[config.mk]
export PLATFORM = sky130hd
export DESIGN_NAME = prebuf_verifier
export DESIGN_NICKNAME = d
export VERILOG_FILES = /design/src/rtl/prebuf_pkg.sv /design/src/rtl/prebuf_frame_timer.sv /design/src/rtl/prebuf_fill_engine.sv /design/src/rtl/prebuf_startup_meter.sv /design/src/rtl/prebuf_verifier.sv
export SDC_FILE = /design/constraint.sdc
export NUM_CORES = 1
export LEC_CHECK = 0
export ABC_CLOCK_PERIOD_IN_PS = 19100
export CORE_AREA = 8 8 125 127
export DETAILED_ROUTE_END_ITERATION = 10
export DIE_AREA = 0 0 133 135
export HOLD_SLACK_MARGIN = 0.12
export PLACE_DENSITY = 0.95
export REMOVE_ABC_BUFFERS = 1
export SLEW_MARGIN = 0
export SYNTH_ARGS = -nofsm -noshare
export SYNTH_HDL_FRONTEND = slang
export SYNTH_SLANG_ARGS = --single-unit
export TNS_END_PERCENT = 1
[constraint.sdc]
create_clock -name clk -period 19.1 [get_ports clk]
set_input_delay 1.91 -clock clk [delete_from_list [all_inputs] [get_ports clk]]
set_output_delay 1.91 -clock clk [all_outputs]
set_load 0.1 [all_outputs]
[src/rtl/prebuf_pkg.sv]
package prebuf_pkg;
  // Events raised by the fullness arithmetic in one cycle.
  typedef struct packed {
    logic under;
    logic over;
  } fill_evt_t;
endpackage

[src/rtl/prebuf_frame_timer.sv]
module prebuf_frame_timer #(
  parameter int PER_W = 16
) (
  input  logic             clk,
  input  logic             rst,
  input  logic [PER_W-1:0] cfg_period,
  input  logic             fill_reached,
  output logic             tick,
  output logic             started
);
  logic [PER_W-1:0] cnt_q;
  logic             started_q;

  // First tick comes from the fill threshold, later ones from the counter.
  assign tick    = started_q ? (cnt_q == '0) : fill_reached;
  assign started = started_q;

  always_ff @(posedge clk) begin
    if (rst) begin
      started_q <= 1'b0;
      cnt_q     <= '0;
    end else if (tick) begin
      started_q <= 1'b1;
      cnt_q     <= cfg_period - 1'b1;
    end else if (started_q) begin
      cnt_q     <= cnt_q - 1'b1;
    end
  end
endmodule

[src/rtl/prebuf_fill_engine.sv]
module prebuf_fill_engine
  import prebuf_pkg::*;
#(
  parameter int FILL_W = 20,
  parameter int SIZE_W = 20,
  parameter int RATE_W = 12
) (
  input  logic [FILL_W-1:0] fill,
  input  logic              arrive,
  input  logic [RATE_W-1:0] rate,
  input  logic              take,
  input  logic [SIZE_W-1:0] size,
  input  logic [FILL_W-1:0] capacity,
  output logic [FILL_W-1:0] fill_next,
  output fill_evt_t         evt
);
  localparam int EXT_W = FILL_W + 2;

  logic [EXT_W-1:0] sum;
  logic [EXT_W-1:0] size_x;
  logic [EXT_W-1:0] after_take;

  always_comb begin
    sum        = EXT_W'(fill) + (arrive ? EXT_W'(rate) : '0);
    size_x     = EXT_W'(size);
    evt        = '0;
    after_take = sum;
    if (take) begin
      if (sum < size_x) begin
        evt.under  = 1'b1;
        after_take = '0;
      end else begin
        after_take = sum - size_x;
      end
    end
    if (after_take > EXT_W'(capacity)) begin
      evt.over  = 1'b1;
      fill_next = capacity;
    end else begin
      fill_next = after_take[FILL_W-1:0];
    end
  end
endmodule

[src/rtl/prebuf_startup_meter.sv]
module prebuf_startup_meter #(
  parameter int DLY_W = 16
) (
  input  logic             clk,
  input  logic             rst,
  input  logic             chan_active,
  input  logic             started,
  input  logic             tick,
  output logic [DLY_W-1:0] delay
);
  logic             arrived_q;
  logic [DLY_W-1:0] delay_q;
  logic             count_en;

  assign count_en = !started && !tick && (arrived_q || chan_active);
  assign delay    = delay_q;

  always_ff @(posedge clk) begin
    if (rst) begin
      arrived_q <= 1'b0;
      delay_q   <= '0;
    end else begin
      if (chan_active) arrived_q <= 1'b1;
      if (count_en && (delay_q != '1)) delay_q <= delay_q + 1'b1;
    end
  end
endmodule

[src/rtl/prebuf_verifier.sv]
module prebuf_verifier
  import prebuf_pkg::*;
#(
  parameter int FILL_W = 20,
  parameter int SIZE_W = 20,
  parameter int RATE_W = 12,
  parameter int PER_W  = 16,
  parameter int DLY_W  = 16
) (
  input  logic              clk,
  input  logic              rst,
  input  logic              clr_err,
  input  logic [RATE_W-1:0] cfg_rate,
  input  logic [FILL_W-1:0] cfg_init_fill,
  input  logic [FILL_W-1:0] cfg_capacity,
  input  logic [PER_W-1:0]  cfg_frame_period,
  input  logic              chan_active,
  input  logic              size_valid,
  input  logic [SIZE_W-1:0] size_data,
  output logic              size_ready,
  output logic [FILL_W-1:0] fullness,
  output logic [FILL_W-1:0] peak_fullness,
  output logic [DLY_W-1:0]  startup_ticks,
  output logic              started,
  output logic              err_underflow,
  output logic              err_overflow,
  output logic              err_missing
);
  logic [FILL_W-1:0] fill_q, peak_q, fill_nxt;
  logic              pend_q;
  logic              under_q, over_q, miss_q;
  logic              tick, take, miss_evt, fill_reached;
  fill_evt_t         evt;

  assign fill_reached = (fill_q >= cfg_init_fill);

  prebuf_frame_timer #(.PER_W(PER_W)) u_timer (
    .clk          (clk),
    .rst          (rst),
    .cfg_period   (cfg_frame_period),
    .fill_reached (fill_reached),
    .tick         (tick),
    .started      (started)
  );

  prebuf_startup_meter #(.DLY_W(DLY_W)) u_meter (
    .clk         (clk),
    .rst         (rst),
    .chan_active (chan_active),
    .started     (started),
    .tick        (tick),
    .delay       (startup_ticks)
  );

  // A removal stays due across cycles without a size; ticks keep their pace.
  assign size_ready = pend_q | tick;
  assign take       = size_ready & size_valid;
  assign miss_evt   = size_ready & ~size_valid;

  prebuf_fill_engine #(
    .FILL_W (FILL_W),
    .SIZE_W (SIZE_W),
    .RATE_W (RATE_W)
  ) u_engine (
    .fill      (fill_q),
    .arrive    (chan_active),
    .rate      (cfg_rate),
    .take      (take),
    .size      (size_data),
    .capacity  (cfg_capacity),
    .fill_next (fill_nxt),
    .evt       (evt)
  );

  always_ff @(posedge clk) begin
    if (rst) begin
      fill_q  <= '0;
      peak_q  <= '0;
      pend_q  <= 1'b0;
      under_q <= 1'b0;
      over_q  <= 1'b0;
      miss_q  <= 1'b0;
    end else begin
      fill_q  <= fill_nxt;
      if (fill_nxt > peak_q) peak_q <= fill_nxt;
      pend_q  <= miss_evt;
      under_q <= (under_q & ~clr_err) | evt.under;
      over_q  <= (over_q  & ~clr_err) | evt.over;
      miss_q  <= (miss_q  & ~clr_err) | miss_evt;
    end
  end

  assign fullness      = fill_q;
  assign peak_fullness = peak_q;
  assign err_underflow = under_q;
  assign err_overflow  = over_q;
  assign err_missing   = miss_q;
endmodule

==> flow_metrics.env <==
export IMPL_worst_pin_slew_ns=1.05
export IMPL_drive_gt1_frac=0.0555
export IMPL_dp_cells=1282
export IMPL_n_antenna_cell=0
export IMPL_drc=0
export IMPL_die_w_um=133
export IMPL_powerDensity_mw_per_mm2=184
export IMPL_ios=154
export IMPL_die_area_mm2=0.0180
export IMPL_p_int_mw=0.763
export IMPL_max_freq_mhz=82.2
export IMPL_clk_transition_reported_paths_ns=0.07
export IMPL_finalSetupTns_ns=0
export IMPL_drt_iter0_markers=885
export IMPL_combinationalPowerShare=0.749
export IMPL_fin_skew_ns=0.00900
export IMPL_ys_flop_type="dfxtp_1"
export IMPL_swShare=0.564
export IMPL_finish_utilization=0.700
export IMPL_core_mm2=0.0136
export IMPL_netlist_instances=984
export IMPL_ys_top_cells_by_count="inv_1 (99), ha_1 (94), dfxtp_1 (78), nand2_1 (73), nor2_1 (64)"
export IMPL_start_util=0.558
export IMPL_yosys_area_top_type="dfxtp_1"
export IMPL_hold_viol=0
export IMPL_cp_common_cell="ha_1"
export IMPL_pwr_share_seq=0.144
export IMPL_htree_levels=3
export IMPL_clock_latency_ns=0.36
export IMPL_synth_avg_cell_area_um2=7.72
export IMPL_period_share=0.637
export IMPL_vias=8137
export IMPL_async_flop_share=0
export IMPL_place_ws_ns=6.88
export IMPL_maxCapViolCount=0
export IMPL_gp_congestion=0.966
export IMPL_hp_class="flop to flop"
export IMPL_cts_buffers=9
export IMPL_antenna_found_initial=0
export IMPL_setup_ws_ns=6.93
export IMPL_cts_sinks=78
export IMPL_clock_path_buffers=2
export IMPL_drt_wl_total_um=24400
export IMPL_cts_tree="done"
export IMPL_finalSetupViolCount=0
export IMPL_dr_pass1_iters=7
export IMPL_cp_start_kind="primary input"
export IMPL_criticalPathCategory="primary input to flop"
export IMPL_cts_root_buf="clkbuf_16"
export IMPL_wire_per_inst_um=18.8
export IMPL_synth_edf_count=0
export IMPL_grt_pass1_wl_um=38800
export IMPL_p_clk_frac=0.107
export IMPL_peakVddDrop_mv=0.183
export IMPL_yosys_warnings=0
export IMPL_vias_per_cell=6.27
export IMPL_cpMaxStageDelayCell="nand2_2"
export IMPL_post_cts_buffers=0
export IMPL_nets=1302
export IMPL_syn_area_mm2=0.00760
export IMPL_area_delta_synth_final_pct=25.5
export IMPL_relSlewSlack=0.294
export IMPL_yosys_area_top_type_share=0.206
export IMPL_ys_seq_area_frac=0.206
export IMPL_cts_resized=0
export IMPL_p_switching_mw=0.988
export IMPL_synthTopCellsByArea="dfxtp_1 (21%), ha_1 (15%), inv_1 (4.9%)"
export IMPL_ant_nets=0
export IMPL_yosysMostFrequentCell="inv_1"
export IMPL_grt_max_degree=60
export IMPL_io_buffer_count=153
export IMPL_crit_path_end_kind="flop"
export IMPL_slew_viol_final=0
export IMPL_cp_arrival_ns=12.40
export IMPL_period_needed_ns=12.17
export IMPL_gr_usage_all_layers=0.263
export IMPL_dp_hpwl_um=18600
export IMPL_crit_path_max_fanout=39
export IMPL_leakage_nw=4.15
export IMPL_status="completed"
export IMPL_cpPeakStageDelay_ns=0.80
export IMPL_first_global_vias=7863
export IMPL_ctsHoldBuffers=0
export IMPL_yosys_cell_types_count=63
export IMPL_required_ns=19.33
export IMPL_synth_seq_cells=78
export IMPL_gr_total_overflow=0
export IMPL_rsz0062_at_grt="false"
export IMPL_die_h_um=135
export IMPL_final_instance_count_excl_fill=1298
export IMPL_rows=43
-- per-layer routing --
| layer | vias to the layer above | global-route usage | part of all wire |
|---|---|---|---|
| met5 | - | 0 | 0 |
| met4 | 0 | 0.135 | 0.046 |
| met3 | 83 | 0.0542 | 0.094 |
| met2 | 448 | 0.428 | 0.46 |
| met1 | 3749 | 0.321 | 0.40 |
| li1 | 3857 | - | - |
-- power by group through the flow --
stage	registers [mW]	logic, mW	clock network [mW]
final	0.251	1.31	0.188
after global routing	0.255	1.42	0.196
after CTS	0.249	1.29	0.189
after detailed placement	0.253	1.27	0
after global placement	0.251	1.23	0
after floorplan	0.439	0.758	0
-- flip-flops by register name, summed over array words and instances (netlist names) --
signal / cells
u_timer.started: 1
u_meter.arrived_q: 1
pend_q: 1
u_meter.delay: 16
err_overflow: 1
u_timer.cnt_q: 16
err_missing: 1
err_underflow: 1
peak_fullness: 20
fullness: 20
-- worst max-delay path, delay by kind of cell --
family	cells	cell delay (ns)
AOI/OAI and AO/OA	14	3.61
xor gates and xnor gates	1	0.16
adders and majority gates	4	1.28
buffers and inverters	3	1.25
muxes	1	0.44
and+or+nand+nor	12	3.71
-- area by class of cell --
| cell class | count | area [um2] |
|---|---|---|
| Timing Repair Buffer | 158 | 1560 |
| Clock inverter | 4 | 52.6 |
| Multi-Input combinational cell | 767 | 5490 |
| Inverter | 99 | 372 |
| Clock buffer | 12 | 267 |
| Tap cell | 180 | 225 |
| Fill cell | 1012 | 4080 |
| Sequential cell | 78 | 1560 |
-- cells by family after synthesis --
group,Yosys count,share of synthesized area
AND/OR/NAND/NOR,343,0.233
flip-flops,78,0.206
multiplexers,27,0.0469
AO/OA/AOI/OAI,252,0.226
XOR/XNOR,49,0.0565
adder cells (fa/ha/maj),96,0.160
buffers and inverters,139,0.0716
-- cell usage in the layout (no fill, tap or decap), drive strengths merged, types with 23 or more instances in the layout --
cell / synthesis / layout
a21oi: 53 / 53
nand4: 54 / 54
ha: 94 / 94
nand3: 25 / 25
nand2: 75 / 75
and2: 38 / 38
nor2: 64 / 64
o21ai: 61 / 61
clkdlybuf4s50: 0 / 152
inv: 99 / 100
dfxtp: 78 / 78
xor2: 26 / 26
xnor2: 23 / 23
-- metrics by stage --
stage / power, mW / hold WS (ns) / cell area, um2
final: 1.75 / 0.464 / 9530
after global routing: 1.87 / 0.497 / 9530
after CTS: 1.73 / 0.465 / 9530
after detailed placement: 1.52 / 0.457 / 9210
after global placement: 1.48 / 0.459 / 9210
after floorplan: 1.20 / 0.443 / 7420
-- path summary, 6_finish.rpt --
check                    start                end  slack [ns]  cells after the start
setup / recovery   chan_active  peak_fullness[16]        6.93                     35
hold / removal    err_overflow       err_overflow        0.46                      2
setup reg to reg   fullness[1]  peak_fullness[16]        9.02                     32
hold reg to reg   err_overflow       err_overflow        0.46                      2
Power figures use the tool's default switching activity.
